File: src/rtl/rx_pkt_writer.sv
module rx_pkt_writer #(
  parameter int AW       = 10,
  parameter int MAXD     = 1531,
  parameter logic [7:0] ODD_CTRL = 8'h20
) (
  input  logic          clk,
  input  logic          rst_n,
  input  logic [AW-1:0] base_addr,
  input  logic          in_valid,
  input  logic [7:0]    in_data,
  input  logic          in_last,
  input  logic          in_align,
  input  logic          in_bcast,
  input  logic          in_badcrc,
  input  logic          in_short,
  input  logic          in_mcast,
  input  logic [5:0]    in_hash,
  output logic          in_ready,
  output logic          mem_we,
  output logic [AW-1:0] mem_addr,
  output logic [15:0]   mem_wdata,
  output logic          done
);
  localparam int CW = $clog2(MAXD + 6);
  localparam logic [CW-1:0] MAXC = CW'(MAXD);

  typedef enum logic [2:0] {S_RUN, S_TRL, S_STS, S_CNT, S_FIN} st_t;

  st_t           st;
  logic [CW-1:0] cnt;
  logic [7:0]    lo;
  logic [AW-1:0] base_q;
  logic          tl_q;
  logic [4:0]    fl_q;
  logic [5:0]    hash_q;

  wire take = in_valid && in_ready;
  wire keep = take && (cnt < MAXC);
  wire [AW-1:0] word_a = base_q + AW'(2) + AW'(cnt >> 1);

  assign in_ready = (st == S_RUN);

  always_ff @(posedge clk or negedge rst_n) begin
    if (!rst_n) begin
      st        <= S_RUN;
      cnt       <= '0;
      lo        <= '0;
      base_q    <= '0;
      tl_q      <= 1'b0;
      fl_q      <= '0;
      hash_q    <= '0;
      mem_we    <= 1'b0;
      mem_addr  <= '0;
      mem_wdata <= '0;
      done      <= 1'b0;
    end else begin
      mem_we <= 1'b0;
      done   <= 1'b0;
      case (st)
        S_RUN: if (take) begin
          if (cnt == '0) base_q <= base_addr;
          if (keep) begin
            cnt <= cnt + 1'b1;
            if (!cnt[0]) lo <= in_data;
            else begin
              mem_we    <= 1'b1;
              mem_addr  <= word_a;
              mem_wdata <= {in_data, lo};
            end
          end else begin
            tl_q <= 1'b1;
          end
          if (in_last) begin
            fl_q   <= {in_align, in_bcast, in_badcrc, in_short, in_mcast};
            hash_q <= in_hash;
            st     <= S_TRL;
          end
        end
        S_TRL: begin
          mem_we    <= 1'b1;
          mem_addr  <= word_a;
          mem_wdata <= cnt[0] ? {ODD_CTRL, lo} : 16'h0000;
          st        <= S_STS;
        end
        S_STS: begin
          mem_we    <= 1'b1;
          mem_addr  <= base_q;
          mem_wdata <= {fl_q[4:2], cnt[0], tl_q, fl_q[1], 3'b000, hash_q, fl_q[0]};
          st        <= S_CNT;
        end
        S_CNT: begin
          mem_we    <= 1'b1;
          mem_addr  <= base_q + AW'(1);
          mem_wdata <= 16'(cnt) + (cnt[0] ? 16'd5 : 16'd6);
          st        <= S_FIN;
        end
        default: begin
          done <= 1'b1;
          cnt  <= '0;
          tl_q <= 1'b0;
          st   <= S_RUN;
        end
      endcase
    end
  end
endmodule

File: config.mk
export PLATFORM = sky130hd
export DESIGN_NAME = rx_pkt_writer
export DESIGN_NICKNAME = d
export VERILOG_FILES = /design/src/rtl/rx_pkt_writer.sv
export SDC_FILE = /design/constraint.sdc
export NUM_CORES = 1
export LEC_CHECK = 0
export BUFFER_PORTS_ARGS = -buffer_cell sky130_fd_sc_hd__buf_2
export CAP_MARGIN = 40
export CORE_MARGIN = 5
export CORE_UTILIZATION = 40
export DETAILED_ROUTE_END_ITERATION = 8
export PLACE_DENSITY = 0.65
export RECOVER_POWER = 100
export SYNTH_ARGS = -nofsm -noshare
export SYNTH_HDL_FRONTEND = slang
export SYNTH_SLANG_ARGS = --single-unit
export TNS_END_PERCENT = 1
File: constraint.sdc
create_clock -name clk -period 4.47 [get_ports clk]
set_input_delay 0.894 -clock clk [delete_from_list [all_inputs] [get_ports clk]]
set_output_delay 0.894 -clock clk [all_outputs]
set_load 0.03 [all_outputs]
Yosys cells after proc, flatten, opt, wreduce, memory -nomap -nowiden --
Index checks and enable logic that the tools add are counted.
Storage, ports and cells: output and inout port bits 29, word-level logic and storage cells 65, bits in registers 72, input bits 33
Cells by class: add/subtract/negate cells 5, magnitude comparators 1, multiplexer cells 24, reductions and logical operators 14, bitwise logic cells 2, eq/ne operators 8
Operators with widths (count):
- $pmux W16 S4 | 1
- $mux W16 | 3
- $pmux W10 S4 | 1
- $mux W10 | 3
- $mux W11 | 2
- $pmux W11 S2 | 1
- $mux W14 | 1
- $add A11 B3 Y12 | 1
- $pmux W3 S4 | 1
- $reduce_and A3 Y1 | 4
- $add A11 B1 Y11 const B | 1
- $logic_not A11 Y1 | 1
- $lt A11 B11 Y1 const B | 1
- $add A10 B1 Y10 const B | 1
- $add A10 B10 Y10 | 1
- $add A10 B2 Y10 const B | 1
- $reduce_and A4 Y1 | 2
- $eq A3 B2 Y1 const B | 2
- $mux W1 | 6
- $mux W3 | 2
- $ne A2 B2 Y1 const B | 3
- $ne A2 B1 Y1 const B | 2
- $pmux W1 S2 | 2
- $reduce_bool A4 Y1 | 1
- other kinds (8) | 10

Longest topological paths before layout --
Gate-level depths: netlist (run 1).
depth in word-level cells 6, mapped depth 11, depth with buffers taken out 10

Worst setup path after synthesis (run 1) --
No wires, ideal clock.
kind reg-to-reg, start point reg cnt[2], end point reg mem_addr[7], stages on the path, launching flop included 12, period minus slack after synthesis 2.557 ns, required time 4.388 ns, arrival 2.475 ns, setup slack 1.913 ns, library setup time 0.082 ns, buffers on the path 1, cell sequence dfrtp_1 > clkbuf_1 > inv_1 > ha_1 > inv_1 > ha_1 > fa_1 > a21o_1 > a221oi_1 > xnor2_1 > nand2_1 > a31oi_1
On the way: longest elaborated chain between the ends 5, elaborated cells between the ends (all ways) 9, classes of those cells 1 x add/sub; 1 x order compare; 1 x eq/ne; 4 x mux; 2 x reduce/logical
RTL lines:
- start, declared | line 30 | logic [CW-1:0] cnt;
- start signal, assigned | line 63 | cnt <= cnt + 1'b1;
- $add A10 B10 Y10 | line 39 | wire [AW-1:0] word_a = base_q + AW'(2) + AW'(cnt >> 1);
- $mux W10 | line 64 | if (!cnt[0]) lo <= in_data;
- $mux W10 | line 62 | if (keep) begin
- $mux W10 | line 60 | S_RUN: if (take) begin
- $pmux W10 S4 | line 59 | case (st)
- end signal, assigned | line 67 | mem_addr <= word_a;
- end signal, assigned | line 81 | mem_addr <= word_a;
- end signal, assigned | line 87 | mem_addr <= base_q;
- end, declared | line 20 | output logic [AW-1:0] mem_addr,
Several ways; a longest one is shown, not always the timed one. The select of a mux whose other input is x is not followed. A chain may end at the register's enable or synchronous reset.

Final worst setup path (run 1) --
start point reg st[0], end point reg mem_addr[1]
On the way: longest elaborated chain between the ends 5, elaborated cells between the ends (all ways) 12, classes of those cells 6 x eq/ne; 1 x mux; 5 x reduce/logical
RTL lines:
- start, declared | line 29 | st_t st;
- start signal, assigned | line 45 | st <= S_RUN;
- start signal, assigned | line 76 | st <= S_TRL;
- start signal, assigned | line 83 | st <= S_STS;
- $logic_not A3 Y1 | line 41, 59
- $logic_and A1 B1 Y1 | line 37 | wire take = in_valid && in_ready;
- $logic_and A1 B1 Y1 | line 38 | wire keep = take && (cnt < MAXC);
- $ne A2 B2 Y1 (no source line)
- $reduce_and A4 Y1 (no source line)
Several ways; a longest one is shown, not always the timed one.

==> results of run 1 <==
==> cells by family after synthesis <==
logic type	after synthesis	synth area share
mux	38	0.1098
xor+xnor	32	0.06577
fa+ha+maj	22	0.06635
compound gates	88	0.1345
flops	72	0.4228
buf+inv	40	0.04140
simple gates	129	0.1594
==> state kept, by name, indices dropped and copies added, names as in the netlist <==
name	count
mem_wdata	16
cnt	11
base_q	10
mem_addr	10
lo	8
hash_q	6
fl_q	5
st	3
done	1
mem_we	1
tl_q	1
==> path summary, 6_finish.rpt <==
check | end | slack (ps) | cells after the start
max | mem_addr[1] | 1290 | 5
min | lo[2] | 490 | 1
max reg2reg | mem_addr[1] | 1290 | 5
min reg2reg | lo[2] | 490 | 1
max in group asynchronous | mem_wdata[11] | 2170 | 1
min in group asynchronous | base_q[7] | 1120 | 1
==> power by group <==
group,switching [mW],internal (mW),leakage [nW]
registers,0.274,0.957,0.883
logic,1.16,0.725,1.09
clock network,0.257,0.218,0.0926
==> area by class of cell <==
| class | instances | area share |
|---|---|---|
| clock buffer | 10 | 0.02934 |
| tap | 136 | 0.03628 |
| multi-input combinational | 309 | 0.4628 |
| sequential | 72 | 0.3841 |
| inverter | 16 | 0.01280 |
| timing repair buffer | 65 | 0.06535 |
| clock inverter | 6 | 0.009336 |
==> cell usage in the layout (no fill, tap or decap), drive strengths merged, types with 3 or more instances in the layout <==
cell type,count
mux2,34
clkbuf,41
buf,34
and3,3
nand4,8
xor2,11
a22oi,4
inv,17
a21oi,34
nor4,8
a21o,5
a211oi,5
nand3,8
nor2b,7
nor3,5
a31oi,9
nor2,47
xnor2,21
o21ai,11
mux2i,4
nor4b,3
nand2,28
dfrtp,72
nand2b,4
o221ai,3
clkinv,4
ha,21
o21a,3
==> routing by layer <==
metal  vias to the layer above  GRT usage
met5                         -          0
met4                         0    0.06971
met3                        14    0.03529
met2                        67     0.2417
met1                      1576     0.2174
li1                       1591          -
==> cells in the mapped netlist, types with 8 or more instances <==
cell | instances | area share
a31oi_1 | 9 | 0.013
mux2_2 | 22 | 0.058
mux2_4 | 12 | 0.042
dfrtp_1 | 72 | 0.42
buf_2 | 9 | 0.011
ha_1 | 21 | 0.062
xor2_1 | 11 | 0.023
nor2_1 | 46 | 0.041
nand2_1 | 27 | 0.024
a21oi_1 | 33 | 0.039
inv_1 | 16 | 0.014
xnor2_1 | 21 | 0.043
nand3_1 | 8 | 0.0094
clkbuf_1 | 8 | 0.0070
o21ai_0 | 11 | 0.013
==> worst register-to-register path, stage by stage, from the launching register on <==
cell and delay, ps:
dfrtp_1 420, buf_4 250, nor4b_1 910, o311ai_0 420, nand2_2 650, mux2_1 410
==> stage by stage <==
stage / std cells / area, um^2 / util / power [mW]
2_1_floorplan: 421 / 4262 / - / 2.777
3_3_place_gp: 596 / 4638 / 0.4473 / 3.207
3_5_place_dp: 598 / 4673 / 0.4507 / 3.264
4_1_cts: 614 / 4855 / 0.4681 / 3.754
5_1_grt: 614 / 4691 / 0.4523 / 3.881
6_report: 614 / 4691 / 0.4523 / 3.589
==> results.py, run 1 <==
metrics = {
    "timing": {
        "whs_ps": 493.9,
        "hold_violations": 0,
        "maxSlewViolCount": 37,
        "max_slew.worst_pin.slew_ps": 2062,
        "skew_ps": 12.67,
        "totalNegativeSetupSlack_ps": 0,
        "finalSetupViolCount": 0,
        "min_period_ps": 3181,
        "fin_crit_sh": 0.7115,
        "fmax_mhz": 314.4,
        "maxSlewHeadroom": -0.3745,
        "rsz0062_at_grt": "false",
        "final.setup.worst_slack_ps": 1289,
    },
    "critical_path": {
        "required_ps": 4700,
        "cp_cell_sequence": "buf_4, nor4b_1, o311ai_0, nand2_2, mux2_1",
        "max_stage_delay_ps": 900,
        "slowest_stage": "nor4b_1",
        "cp.arrival_ps": 3410,
        "crit_fanout": 40,
        "critPathKind": "flop to flop",
        "endpoint_kind": "flop",
        "rr_startpoint": "st[0]",
        "cp.buffers_inverters": 1,
        "cp_top_family": "simple AND/OR/NAND/NOR gates",
        "crit_path_start_kind": "flop",
        "startpoint": "st[0]",
    },
    "global_route": {
        "grt_usage": 0.1590,
        "grt_max_degree": 41,
        "first_global_vias": 3175,
        "antenna_found_initial": 0,
        "grt_pass1_wl_mm": 16.24,
        "grt_overflow_total": 0,
    },
    "synth": {
        "syn_area_mm2": 0.004262,
        "netlist_instances": 421,
        "ys_ff_latch": 72,
        "ys_warn_count": 0,
        "synthArstFlopShare": 1.000,
        "synth_fp_nets": 476,
        "ys_types": 55,
        "synth_flop_cell": "dfrtp_1",
        "seq_area_frac_synth": 0.4228,
        "synth-edff-count": 0,
        "avgSynthCellArea_um2": 10.12,
    },
    "route": {
        "wl_per_cell_um": 16.21,
        "dr.pass1.iters": 4,
        "vias_per_cell": 5.290,
        "drc_errors": 0,
        "route.met3.wl_um": 527,
        "wl_met1_mm": 4.658,
        "drt_wl_total_mm": 9.954,
        "route.vias.total": 3248,
        "wl_met2_mm": 4.603,
        "highest_layer": "met4",
        "drtIter0Drc": 219,
        "antenna_left": 0,
    },
    "cells_and_area": {
        "fillers": 1043,
        "num_antenna_cells": 0,
        "area_growth_pct": 10.07,
        "final-seq-area_mm2": 0.001802,
        "drive_gt1_frac": 0.1778,
        "fin_nets": 528,
        "multiInputGateArea_mm2": 0.002171,
    },
    "min_path": {
        "min_path_type": "flop to flop",
        "holdCritStartpoint": "lo[2]",
    },
    "floorplanning": {
        "rows": 37,
        "io_pins": 62,
        "initial_core_util": 0.4110,
        "die_h_um": 113.2,
        "fp.dieW_um": 113.2,
        "dieArea_mm2": 0.01282,
        "coreArea_mm2": 0.01037,
    },
    "pwr": {
        "powerDensity_mw_per_mm2": 765.2,
        "p_leak_nw": 2.062,
        "ir_worst_vdd_mv": 0.3192,
    },
    "clock_tree": {
        "clockRootBuffer": "clkbuf_8",
        "cts_num_sinks": 72,
        "clk_pin_slew_ps": 80,
        "cts_buffers": 9,
        "cts_hold_buf": 0,
        "post_cts_resized": 0,
        "clk_path_buf_depth": 2,
        "post-cts-setup-buffers": 0,
        "clock_latency_ps": 360,
        "cts_tree": "done",
        "cts.htree.levels": 3,
    },
    "status": {
        "violations": "max-capacitance violations, max-slew violations",
        "run_status": "finished, violations left",
    },
    "job": {
        "maxCapViolCount": 1,
    },
    "place": {
        "pre_cts_slack_ps": 1719,
        "port-buffer-count": 61,
        "gp_congestion": 0.8764,
        "hpwl_mm": 7.607,
    },
}
Note: power is estimated with default switching activity, not from simulation.
==> run 2: changes to the inputs <==
==> constraint.sdc (replaced) <==
create_clock -name clk -period 3.2 [get_ports clk]
set_input_delay 0.64 -clock clk [delete_from_list [all_inputs] [get_ports clk]]
set_output_delay 0.64 -clock clk [all_outputs]
set_load 0.03 [all_outputs]
==> results.py, run 2 (synthesis results as in run 1) <==
metrics = {
    "floorplanning": {
        "fp.dieW_um": 113.2,
        "rows": 37,
        "coreArea_mm2": 0.01037,
        "die_h_um": 113.2,
        "io_pins": 62,
        "dieArea_mm2": 0.01282,
        "initial_core_util": 0.4110,
    },
    "status": {
        "run_status": "finished, final reports clean",
    },
    "route": {
        "drtIter0Drc": 328,
        "antenna_left": 0,
        "wl_per_cell_um": 16.54,
        "dr.pass1.iters": 4,
        "drt_wl_total_mm": 10.19,
        "drc_errors": 0,
        "vias_per_cell": 5.313,
        "route.vias.total": 3273,
    },
    "cells_and_area": {
        "drive_gt1_frac": 0.1771,
        "num_antenna_cells": 0,
        "layout_commonest_cell": "dfrtp_1",
        "finish.utilization": 0.4540,
        "fin_nets": 530,
        "largest_register": "mem_wdata",
        "largest_reg_flops": 16,
        "area_growth_pct": 10.48,
        "top_regs": "mem_wdata: 16 flops, cnt: 11 flops",
        "final_cell_mix": "dfrtp_1, nor2_1, a21oi_1, clkbuf_1, buf_2",
        "final_cells": 616,
        "fillers": 1050,
    },
    "global_route": {
        "first_global_vias": 3257,
        "grt_max_degree": 51,
        "antenna_found_initial": 0,
        "grt_usage": 0.1663,
        "grt_overflow_total": 0,
        "grt_pass1_wl_mm": 16.99,
    },
    "timing": {
        "fmax_mhz": 356.9,
        "maxSlewHeadroom": 0.1707,
        "fin_crit_sh": 0.8755,
        "totalNegativeSetupSlack_ps": 0,
        "min_period_ps": 2802,
        "skew_ps": 8.817,
        "rsz0062_at_grt": "false",
        "finalSetupViolCount": 0,
        "maxSlewViolCount": 0,
        "final.setup.worst_slack_ps": 398.3,
        "max_slew.worst_pin.slew_ps": 1244,
        "hold_violations": 0,
    },
    "critical_path": {
        "cp.buffers_inverters": 2,
        "crit_path_start_kind": "flop",
        "cp_top_family": "buffers and inverters",
        "cp_common_cell": "clkbuf_1",
        "required_ps": 3430,
        "cp_cell_sequence": "clkbuf_1, nand2b_1, clkbuf_1, o21ai_0, mux2_1",
        "crit_fanout": 19,
        "max_stage_delay_ps": 750,
        "endpoint_kind": "flop",
        "cp.arrival_ps": 3030,
        "critPathKind": "flop to flop",
        "slowest_stage": "clkbuf_1",
    },
    "pwr": {
        "finalPower_mw": 5.038,
        "p_sw_mw": 2.405,
        "cell_internal_pwr_mw": 2.633,
        "power_frac_comb": 0.530,
        "powerDensity_mw_per_mm2": 1070,
        "switching_share": 0.4773,
        "p_clk_frac": 0.126,
        "ir_worst_vdd_mv": 0.4647,
        "power_frac_seq": 0.344,
        "p_leak_nw": 2.062,
    },
    "clock_tree": {
        "cts_tree": "done",
        "post-cts-setup-buffers": 0,
        "clk_path_buf_depth": 2,
        "clk_pin_slew_ps": 80,
        "clock_latency_ps": 350,
        "cts.htree.levels": 3,
        "cts_buffers": 9,
        "cts_num_sinks": 72,
        "cts_hold_buf": 0,
        "post_cts_resized": 0,
        "clockRootBuffer": "clkbuf_8",
    },
    "place": {
        "hpwl_mm": 7.814,
        "port-buffer-count": 61,
        "dp.cells": 600,
        "gp_congestion": 0.8964,
        "pre_cts_slack_ps": 507.1,
    },
    "min_path": {
        "min_path_type": "flop to flop",
    },
    "job": {
        "maxCapViolCount": 0,
    },
}
==> run 2: cell types whose count changed in the layout (fill, tap and decap cells not counted), sizes merged <==
cell | previous run | this run
inv | 17 | 16
clkinv | 4 | 6
buf | 34 | 32
clkbuf | 41 | 44
==> run 2: power groups by stage <==
stage          combinational (mW)  sequential (mW)  clock (mW)
2_1_floorplan                1.94             1.94           0
3_5_place_dp                 2.85             1.75           0
5_1_grt                      2.97             1.79       0.698
6_report                     2.67             1.73       0.635
4_1_cts                      2.87             1.73       0.653
3_3_place_gp                 2.80             1.73           0
==> run 2: area by class of cell <==
class / instances / area [um^2] / share of cell area
clock inverters: 7 / 48.80 / 0.01036
flip-flops and latches: 72 / 1802 / 0.3827
repair buffers: 67 / 296.5 / 0.06298
multi-input cells: 309 / 2207 / 0.4688
well taps: 136 / 170.2 / 0.03614
inverters: 16 / 60.06 / 0.01276
clock buffers: 9 / 123.9 / 0.02631
==> run 2: final timing paths <==
kind | startpoint | endpoint | cells after the start | slack (ps)
max | st[2] | mem_addr[2] | 5 | 400
min | tl_q | tl_q | 2 | 500
max reg2reg | st[2] | mem_addr[2] | 5 | 400
min reg2reg | tl_q | tl_q | 2 | 500
max in group asynchronous | rst_n | mem_wdata[4] | 2 | 840
min in group asynchronous | rst_n | base_q[7] | 1 | 520
==> run 2: per-layer routing <==
metal	track usage	wire length (um)
met1	0.2284	4731
met3	0.04064	587
met2	0.2559	4658
met4	0.05849	208
met5	0	0
==> run 2: per-stage QoR <==
step | hold WS [ps] | cell area, um^2
after floorplan | 344.4 | 4262
after global placement | 483.0 | 4661
after detailed placement | 489.1 | 4688
after CTS | 182.7 | 4861
after global routing | 490.1 | 4708
final | 502.0 | 4708
==> run 2: worst register-to-register path: cells and delay by family, from the launching register on <==
| family | cells | cell delay, ps |
|---|---|---|
| multiplexers | 1 | 300 |
| AND/OR/NAND/NOR | 1 | 530 |
| flip-flops | 1 | 570 |
| AO/OA/AOI/OAI | 1 | 150 |
| buffers and inverters | 2 | 1110 |
